==> src/rtl/thr_pkg.sv <==
package thr_pkg;

  // Clamp a requested limit into [lo, hi].
  function automatic int clamp_lim(int v, int lo, int hi);
    if (v < lo) return lo;
    if (v > hi) return hi;
    return v;
  endfunction

  // Count after one cycle with accepted issue and accepted completion.
  function automatic int next_count(int cnt, bit acc, bit ret);
    return cnt + int'(acc) - int'(ret);
  endfunction

  // Occupancy seen by the stall compare: completions free capacity at once.
  function automatic int pending(int cnt, bit ret);
    return cnt - int'(ret);
  endfunction

endpackage

==> src/rtl/thr_limit_clamp.sv <==
module thr_limit_clamp #(
  parameter int IN_W  = 4,
  parameter int OUT_W = 4,
  parameter int LO    = 1,
  parameter int HI    = 8
) (
  input  logic [IN_W-1:0]  raw,
  output logic [OUT_W-1:0] eff
);
  always_comb begin
    eff = OUT_W'(thr_pkg::clamp_lim(int'(raw), LO, HI));
  end
endmodule

==> src/rtl/thr_credit_counter.sv <==
module thr_credit_counter #(
  parameter int CNT_W = 4
) (
  input  logic             clk,
  input  logic             rst_n,
  input  logic [CNT_W-1:0] lim,
  input  logic             issue,
  input  logic             done,
  output logic             stall,
  output logic             acc,
  output logic             ret,
  output logic [CNT_W-1:0] cnt
);
  logic [CNT_W-1:0] pend;

  assign ret   = done && (cnt != '0);
  assign pend  = CNT_W'(thr_pkg::pending(int'(cnt), ret));
  assign stall = (pend >= lim);
  assign acc   = issue && !stall;

  always_ff @(posedge clk) begin
    if (!rst_n) cnt <= '0;
    else        cnt <= CNT_W'(thr_pkg::next_count(int'(cnt), acc, ret));
  end
endmodule

==> src/rtl/thr_txn_throttle.sv <==
module thr_txn_throttle #(
  parameter int LD_LIM_W = 4,
  parameter int LD_LO    = 1,
  parameter int LD_HI    = 8,
  parameter int SC_LIM_W = 2,
  parameter int SC_LO    = 1,
  parameter int SC_HI    = 3,
  parameter int SD_LIM_W = 5,
  parameter int SD_LO    = 16,
  parameter int SD_HI    = 31,
  localparam int LD_CW   = $clog2(LD_HI + 1),
  localparam int SC_CW   = $clog2(SC_HI + 1),
  localparam int SD_CW   = $clog2(SD_HI + 1)
) (
  input  logic                clk,
  input  logic                rst_n,
  input  logic [LD_LIM_W-1:0] ld_limit,
  input  logic [SC_LIM_W-1:0] sc_limit,
  input  logic [SD_LIM_W-1:0] sd_limit,
  input  logic                ld_issue,
  input  logic                ld_done,
  input  logic                sc_issue,
  input  logic                sc_done,
  input  logic                sd_issue,
  input  logic                sd_done,
  output logic                ld_stall,
  output logic                sc_stall,
  output logic                sd_stall,
  output logic [LD_CW-1:0]    ld_count,
  output logic [SC_CW-1:0]    sc_count,
  output logic [SD_CW-1:0]    sd_count
);
  // Named internal events, used by the bound checker.
  logic [LD_CW-1:0] ld_lim_eff;
  logic [SC_CW-1:0] sc_lim_eff;
  logic [SD_CW-1:0] sd_lim_eff;
  logic ld_acc, ld_ret, sc_acc, sc_ret, sd_acc, sd_ret;

  thr_limit_clamp #(.IN_W(LD_LIM_W), .OUT_W(LD_CW), .LO(LD_LO), .HI(LD_HI))
    u_ld_clamp (.raw(ld_limit), .eff(ld_lim_eff));
  thr_limit_clamp #(.IN_W(SC_LIM_W), .OUT_W(SC_CW), .LO(SC_LO), .HI(SC_HI))
    u_sc_clamp (.raw(sc_limit), .eff(sc_lim_eff));
  thr_limit_clamp #(.IN_W(SD_LIM_W), .OUT_W(SD_CW), .LO(SD_LO), .HI(SD_HI))
    u_sd_clamp (.raw(sd_limit), .eff(sd_lim_eff));

  thr_credit_counter #(.CNT_W(LD_CW)) u_ld_cnt (
    .clk(clk), .rst_n(rst_n), .lim(ld_lim_eff), .issue(ld_issue), .done(ld_done),
    .stall(ld_stall), .acc(ld_acc), .ret(ld_ret), .cnt(ld_count));
  thr_credit_counter #(.CNT_W(SC_CW)) u_sc_cnt (
    .clk(clk), .rst_n(rst_n), .lim(sc_lim_eff), .issue(sc_issue), .done(sc_done),
    .stall(sc_stall), .acc(sc_acc), .ret(sc_ret), .cnt(sc_count));
  thr_credit_counter #(.CNT_W(SD_CW)) u_sd_cnt (
    .clk(clk), .rst_n(rst_n), .lim(sd_lim_eff), .issue(sd_issue), .done(sd_done),
    .stall(sd_stall), .acc(sd_acc), .ret(sd_ret), .cnt(sd_count));
endmodule

==> config.mk <==
export PLATFORM = sky130hd
export DESIGN_NAME = thr_txn_throttle
export DESIGN_NICKNAME = d
export VERILOG_FILES = /design/src/rtl/thr_pkg.sv /design/src/rtl/thr_limit_clamp.sv /design/src/rtl/thr_credit_counter.sv /design/src/rtl/thr_txn_throttle.sv
export SDC_FILE = /design/constraint.sdc
export NUM_CORES = 1
export LEC_CHECK = 0
export ABC_AREA = 1
export BUFFER_PORTS_ARGS = -buffer_cell sky130_fd_sc_hd__buf_4
export CAP_MARGIN = 30
export CORE_AREA = 5 5 54 56
export CTS_BUF_LIST = sky130_fd_sc_hd__clkbuf_16
export CTS_CLUSTER_SIZE = 30
export DETAILED_ROUTE_END_ITERATION = 12
export DIE_AREA = 0 0 59 61
export PLACE_DENSITY = 0.88
export SETUP_SLACK_MARGIN = 0.1
export SLEW_MARGIN = 25
export SYNTH_ARGS = -nofsm -noshare
export SYNTH_HDL_FRONTEND = slang
export SYNTH_SLANG_ARGS = --single-unit
==> constraint.sdc <==
create_clock -name clk -period 4.5 [get_ports clk]
set_clock_uncertainty 0.15 [all_clocks]
set_input_delay 0 -clock clk [delete_from_list [all_inputs] [get_ports clk]]
set_output_delay 0 -clock clk [all_outputs]
set_load 0.01 [all_outputs]
==> impl_summary.txt, run 1 <==
----------------------------------------------------
[Place]
  Area post-placement ... 1450 um^2
  Dpl hpwl ... 2030 um
  IO Port Bufs ... 32
  Gpl congestion ... 0.791
  Cells after DPL ... 218

[STA]
  Setup TNS ... 0 ns
  RSZ-0062 raised after global routing ... false
  Worst hold slack ... 0.187 ns
  Slew Limit Fails ... 0
  Share of the clock period used by the worst path ... 83.8%
  Time the final worst path needs with I/O delays and setup ... 3.77 ns
  Highest clock rate ... 0.265 GHz
  Max-Slew Margin vs Limit ... 83.8%
  Number of hold violations in the final report ... 0
  Transition time at the pin with the least slew margin ... 0.241 ns
  Final Setup Violations ... 0

[Logic synthesis]
  Yosys reg bits ... 11
  Number of unique standard cell types used by synthesis ... 19
  Number of nets produced by synthesis ... 209
  Post-synthesis cell count ... 156
  Avg Cell Area, Syn ... 7.53 um^2
  Post-synth design cell area ... 1170 um^2
  Count of warnings emitted by yosys ... 0
  Post-synthesis sequential area ratio ... 18.7%

[Critical path]
  Cell mode on critical path ... sky130_fd_sc_hd__nand2_1
  Slowest cell on crit path ... sky130_fd_sc_hd__fa_1
  Crit Path Max Fanout ... 5
  Data required time at the worst endpoint ... 4.52 ns
  CP Class ... flop to flop
  Arrival time of data at the critical path endpoint ... 3.79 ns
  Crit. End Element ... flop
  Max incr delay on CP ... 0.40 ns
  Kind of launch point of the worst setup path ... flop

[Global route]
  Global-route wire length before repair ... 4140 um
  Overall routing resource usage ... 15.3%
  Maximum number of pins on one net before global-route repair ... 10
  Remaining global-route overflow ... 0
  Via count of the first global-routing pass ... 1,070
  Initial antenna violation count ... 0

[Clock network]
  Post-CTS clock slew at the launch and capture registers of the worst setup and hold paths ... 0.04 ns
  Clk sink count ... 11
  Clk Latency, worst-skew pair ... 0.24 ns
  Maximum level of the CTS H-tree ... 1
  Clock tree from TritonCTS ... yes
  Number of buffers inserted to repair setup after CTS ... 0
  CTS root buffer ... sky130_fd_sc_hd__clkbuf_16
  CTS buffer count ... 3
  CTS Buffer Depth ... 2
  Resized Gates After CTS ... 0

[Cells and area]
  Post-route standard cell area excluding fillers ... 1540 um^2
  Count of inserted antenna diode cells ... 0
  Share of layout cells above drive strength 1 ... 19.2%
  Leading cell type in the layout, fill and taps excluded ... sky130_fd_sc_hd__inv_1
  Final nets ... 247
  Post-layout util ... 64.6%
  Area delta synth->final ... 31.2%
  Count of non-filler cells in the finished layout ... 223
  Top library cells by usage in the layout, fill and taps aside ... sky130_fd_sc_hd__inv_1 (43), sky130_fd_sc_hd__ha_1 (32), sky130_fd_sc_hd__buf_4 (32)

[Power and ir drop]
  Leakage power figure ... 0.000892 uW
  Maximum vdd ir drop ... 0.400 mV
  Total power density per cell area ... 707 nW/um^2

[Drt]
  Routed length per instance ... 10.3 um
  DRC violation count after routing ... 0
  Via total after detailed routing ... 1,045
  Wirelength, routed ... 2300 um
  Violation count after the first detailed-routing iteration ... 12
  Count of TritonRoute iterations in the first routing pass ... 4
  Post-DRT Antenna Nets ... 0
  Routed vias/inst ... 4.69

[Run status]
  Status ... completed

[Floorplanning]
  Number of placement rows ... 18
  Die Height ... 61 um
  Die span in x ... 59 um
  I/O pin count ... 33
  Placeable core region ... 2390 um^2
  Total Die Area ... 3600 um^2
  Starting density of the core ... 49.2%

[Flow run]
  Maximum Capacitance Violations ... 0

[Hold path]
  Path category of the worst min-delay check ... input port to flop

----------------------------------------------------
## power by group
group	internal [uW]	switching, uW	leakage (uW)
clock network	117	43.4	0.0000423
registers	140	39.3	0.0000915
logic	349	402	0.000758
total	606	485	0.000892
## cell families after synthesis
logic type / count (synthesis) / share of synthesized area (%)
DFF: 11 / 18.7
and+or+nand+nor: 38 / 13.2
AOI/OAI and AO/OA: 22 / 10.4
buffers and inverters: 42 / 13.4
xor gates and xnor gates: 9 / 6.71
adders and majority gates: 34 / 37.5
## metrics by stage
| stage | power, uW | setup WS (ns) |
|---|---|---|
| 6_report | 1090 | 0.727 |
| 5_1_grt | 1250 | 0.422 |
| 4_1_cts | 1110 | 0.717 |
| 3_5_place_dp | 942 | 0.738 |
| 3_3_place_gp | 904 | 0.837 |
| 2_1_floorplan | 704 | 1.00 |
## worst max-delay path, delay by kind of cell, from the launching register on
kind / cells / cell delay, ns
AOI/OAI and AO/OA: 4 / 0.43
adders and majority gates: 7 / 1.76
buffers and inverters: 4 / 0.30
DFF: 1 / 0.33
and+or+nand+nor: 11 / 0.73
## cells in the mapped netlist, drive strengths merged
cell type | instances | area share [%]
nand2 | 22 | 7.0
dfxtp | 11 | 19
o21a | 2 | 1.3
nand4 | 2 | 1.1
nand3 | 3 | 1.3
fa | 2 | 3.4
ha | 32 | 34
xnor2 | 3 | 2.2
nor2 | 9 | 2.9
o211ai | 1 | 0.64
xor2 | 6 | 4.5
o21ai | 10 | 4.6
inv | 42 | 13
a31oi | 1 | 0.53
nor3 | 1 | 0.43
a21oi | 8 | 3.4
or2 | 1 | 0.53
## registers in the layout (all words and copies together), names as in the netlist
register	cells
u_ld_cnt.cnt	4
u_sd_cnt.cnt	5
u_sc_cnt.cnt	2
## routing by layer
| layer | global-route usage [%] | share of wire, % | vias to the layer above |
|---|---|---|---|
| li1 | - | - | 561 |
| met1 | 16.5 | 41 | 460 |
| met2 | 27.6 | 51 | 20 |
| met3 | 4.47 | 5.2 | 4 |
| met4 | 7.12 | 2.1 | 0 |
| met5 | 0 | 0 | - |
## layout make-up
type / instances / area, um^2
sequential: 11 / 220
clock buffer: 3 / 75.1
fill: 230 / 846
multi-input combinational: 103 / 797
inverter: 42 / 158
tap: 30 / 37.5
clock inverter: 1 / 3.75
timing repair buffer: 33 / 250
## path summary, 6_finish.rpt
kind,cells after the start,to,start,slack [ns]
max reg2reg,26,u_sd_cnt.cnt[4]$_SDFF_PN0_,u_sd_cnt.cnt[2]$_SDFF_PN0_,0.73
min reg2reg,2,u_sc_cnt.cnt[1]$_SDFF_PN0_,u_sc_cnt.cnt[1]$_SDFF_PN0_,0.36
max,26,u_sd_cnt.cnt[4]$_SDFF_PN0_,u_sd_cnt.cnt[2]$_SDFF_PN0_,0.73
min,5,u_sc_cnt.cnt[1]$_SDFF_PN0_,sc_issue,0.19
## what timing repair did
| action | CTS | global route |
|---|---|---|
| setup endpoints to repair | 0 | 0 |
| hold endpoints to repair | 11 | 0 |
| hold buffers | 1 | 0 |
Power figures use the tool's default switching activity.
==> run 2, diff against run 1 <==
Settings changed: CORE_AREA 5 5 54 56 to 5 5 56 58, DIE_AREA 0 0 59 61 to 0 0 61 63, PLACE_DENSITY 0.88 to 0.86.
Clock period 4.5 ns to 3.25 ns, I/O delays scaled along.
==> run 2 against run 1 <==
Non-clock buffer count is 26 higher; clock-buffer cell count stayed put; largest cell class unchanged; via count is 16% higher; critical path depth stayed put; maximum frequency is 4.4% higher; the flow now finishes with violations (negative setup slack); first-iteration DRC count is 100% higher; highest routed layer unchanged; cell area is 29% higher; critical path type unchanged; final cell count is 12% higher.
==> impl_summary.txt, run 2 (synthesized netlist as in run 1, its figures left out) <==
----------------------------------------------------
[Run status]
  Failing checks ... negative setup slack
  Status ... complete, but fails checks

[Cells and area]
  Post-route standard cell area excluding fillers ... 1990 um^2 (+29%)
  Most flop-heavy register ... u_sd_cnt.cnt
  Top library cells by usage in the layout, fill and taps aside ... sky130_fd_sc_hd__buf_4 (58), sky130_fd_sc_hd__inv_1 (31), sky130_fd_sc_hd__ha_1 (19)
  Leading cell type in the layout, fill and taps excluded ... sky130_fd_sc_hd__buf_4
  Final nets ... 273 (+11%)
  Area delta synth->final ... 69.8%
  Flip-flop count of the largest register after layout ... 5 (unchanged)
  Count of inserted antenna diode cells ... 0 (unchanged)
  Largest regs ... u_sd_cnt.cnt x5, u_ld_cnt.cnt x4, u_sc_cnt.cnt x2
  Share of layout cells above drive strength 1 ... 49.3% (+30 points)
  Count of non-filler cells in the finished layout ... 250 (+12%)
  Post-layout util ... 76.3% (+12 points)

[STA]
  Time the final worst path needs with I/O delays and setup ... 3.61 ns (-0.158 ns)
  Highest clock rate ... 0.277 GHz (+4.4%)
  Number of hold violations in the final report ... 0 (unchanged)
  Slew Limit Fails ... 0 (unchanged)
  Max-Slew Margin vs Limit ... 65.2% (-19 points)
  Final Setup Violations ... 4 (+4)
  Transition time at the pin with the least slew margin ... 0.516 ns (+0.275 ns)
  Worst path setup slack after routing ... -0.365 ns (-1.09 ns)
  Share of the clock period used by the worst path ... 111% (+27 points)
  RSZ-0062 raised after global routing ... true

[Clock network]
  Clock tree from TritonCTS ... yes
  Clk sink count ... 11 (unchanged)
  CTS Buffer Depth ... 2 (unchanged)
  CTS root buffer ... sky130_fd_sc_hd__clkbuf_16
  Post-CTS clock slew at the launch and capture registers of the worst setup and hold paths ... 0.05 ns (about the same)
  Clk Latency, worst-skew pair ... 0.24 ns (about the same)
  Maximum level of the CTS H-tree ... 1 (unchanged)
  CTS buffer count ... 3 (unchanged)

[Floorplanning]
  Die span in x ... 61 um (+3.4%)
  Starting density of the core ... 44.9% (-4.3 points)
  Total Die Area ... 3840 um^2 (+6.8%)
  Number of placement rows ... 19 (+1)
  I/O pin count ... 33 (unchanged)
  Placeable core region ... 2620 um^2 (+9.5%)
  Die Height ... 63 um (+3.3%)

[Drt]
  Via total after detailed routing ... 1,213 (+16%)
  Post-DRT Antenna Nets ... 0 (unchanged)
  Routed vias/inst ... 4.85 (+3.5%)
  Violation count after the first detailed-routing iteration ... 24 (+12)
  DRC violation count after routing ... 0 (unchanged)
  Routed length per instance ... 14.2 um (+38%)
  Wirelength, routed ... 3540 um (+54%)
  Count of TritonRoute iterations in the first routing pass ... 4 (unchanged)

[Place]
  IO Port Bufs ... 32 (unchanged)
  Dpl hpwl ... 2070 um (+1.7%)
  Gpl congestion ... 0.750 (-5.2%)
  Cells after DPL ... 237 (+8.7%)
  Area post-placement ... 1680 um^2 (+16%)
  Worst slack at placement ... -0.270 ns (-1.01 ns)

[Power and ir drop]
  Leakage power figure ... 0.00103 uW (+15%)
  Maximum vdd ir drop ... 0.738 mV (+85%)
  Total power density per cell area ... 1110 nW/um^2 (+57%)

[Hold path]
  Path category of the worst min-delay check ... input port to flop

[Global route]
  Via count of the first global-routing pass ... 1,230 (+15%)
  Global-route wire length before repair ... 5180 um (+25%)
  Overall routing resource usage ... 17.9% (+2.5 points)
  Initial antenna violation count ... 0 (unchanged)
  Maximum number of pins on one net before global-route repair ... 10 (unchanged)
  Remaining global-route overflow ... 0 (unchanged)

[Critical path]
  Kind of launch point of the worst setup path ... flop
  Crit. End Element ... flop
  Arrival time of data at the critical path endpoint ... 3.63 ns (-0.16 ns)
  Crit Path Max Fanout ... 2 (-3)
  CP Class ... flop to flop
  Data required time at the worst endpoint ... 3.26 ns (-1.26 ns)

[Flow run]
  Maximum Capacitance Violations ... 0 (unchanged)

----------------------------------------------------
-- run 2: cell count changes in the layout (fill, tap and decap cells not counted), sizes merged --
cell	delta
buf	+26
inv	-1
clkinv	+1
-- run 2: path summary, 6_finish.rpt --
path | start | to | slack [ns] | cells past startpoint
max | u_sd_cnt.cnt[3]$_SDFF_PN0_ | u_sd_cnt.cnt[4]$_SDFF_PN0_ | -0.36 | 26
min | sd_issue | u_sd_cnt.cnt[1]$_SDFF_PN0_ | 0.19 | 5
max reg2reg | u_sd_cnt.cnt[3]$_SDFF_PN0_ | u_sd_cnt.cnt[4]$_SDFF_PN0_ | -0.36 | 26
min reg2reg | u_sc_cnt.cnt[1]$_SDFF_PN0_ | u_sc_cnt.cnt[1]$_SDFF_PN0_ | 0.37 | 2
-- run 2: where the power goes --
part           internal, uW  switching (uW)  total [uW]  leakage [uW]
sequential              203            43.6         247     0.0000938
combinational           886             850        1740      0.000892
clock                   164            69.4         233     0.0000409
total                  1250             963        2220       0.00103
-- run 2: cell type report --
class | count | area, um^2
flip-flops and latches | 11 | 234
inverters | 42 | 168
multi-input cells | 103 | 1030
well taps | 31 | 38.8
clock buffers | 3 | 75.1
fillers | 166 | 621
clock inverters | 1 | 5.00
repair buffers | 59 | 445
-- run 2: per-stage QoR --
stage	hold slack (ns)	setup TNS [ns]	total power, uW
after floorplan	-0.0565	-0.0970	1060
after global routing	0.208	-1.29	2430
after detailed placement	0.110	-0.595	1530
after CTS	0.211	-0.401	1950
after global placement	0.106	-0.388	1480
final	0.185	-0.552	2220
-- run 2: metal layers --
layer,GRT usage [%],up-vias,share of wire (%)
met1,18.0,556,35
met5,0,-,0
li1,-,612,-
met3,4.13,14,3.6
met4,6.50,0,4.5
met2,33.7,31,57
-- run 2: repair_timing --
item / in CTS / in global routing
setup endpoints to repair: 7 / 7
setup buffers: 6 / 2
pin swaps: 18 / 18
hold buffers: 1 / 0
endpoints found under the hold margin: 11 / 0
gates resized for setup: 10 / 21
-- run 2: critical path: stages, from the launching register on --
cell	delay, ns
sky130_fd_sc_hd__dfxtp_4	0.34
sky130_fd_sc_hd__inv_4	0.06
sky130_fd_sc_hd__ha_4	0.16
sky130_fd_sc_hd__nand3_4	0.08
sky130_fd_sc_hd__o21a_4	0.24
sky130_fd_sc_hd__ha_4	0.17
sky130_fd_sc_hd__ha_4	0.26
sky130_fd_sc_hd__inv_2	0.04
sky130_fd_sc_hd__ha_4	0.25
sky130_fd_sc_hd__nand2_2	0.04
sky130_fd_sc_hd__nand2_1	0.05
sky130_fd_sc_hd__nand2_1	0.05
sky130_fd_sc_hd__nand2_1	0.05
sky130_fd_sc_hd__nand2_1	0.05
sky130_fd_sc_hd__nand2_1	0.07
sky130_fd_sc_hd__nand2_2	0.06
sky130_fd_sc_hd__nand2_2	0.09
sky130_fd_sc_hd__ha_4	0.19
sky130_fd_sc_hd__inv_2	0.06
sky130_fd_sc_hd__ha_4	0.13
sky130_fd_sc_hd__inv_2	0.04
sky130_fd_sc_hd__fa_2	0.35
sky130_fd_sc_hd__nor2_1	0.12
sky130_fd_sc_hd__o21ai_1	0.11
sky130_fd_sc_hd__nand2_1	0.13
sky130_fd_sc_hd__o21ai_1	0.08
sky130_fd_sc_hd__a21oi_1	0.13
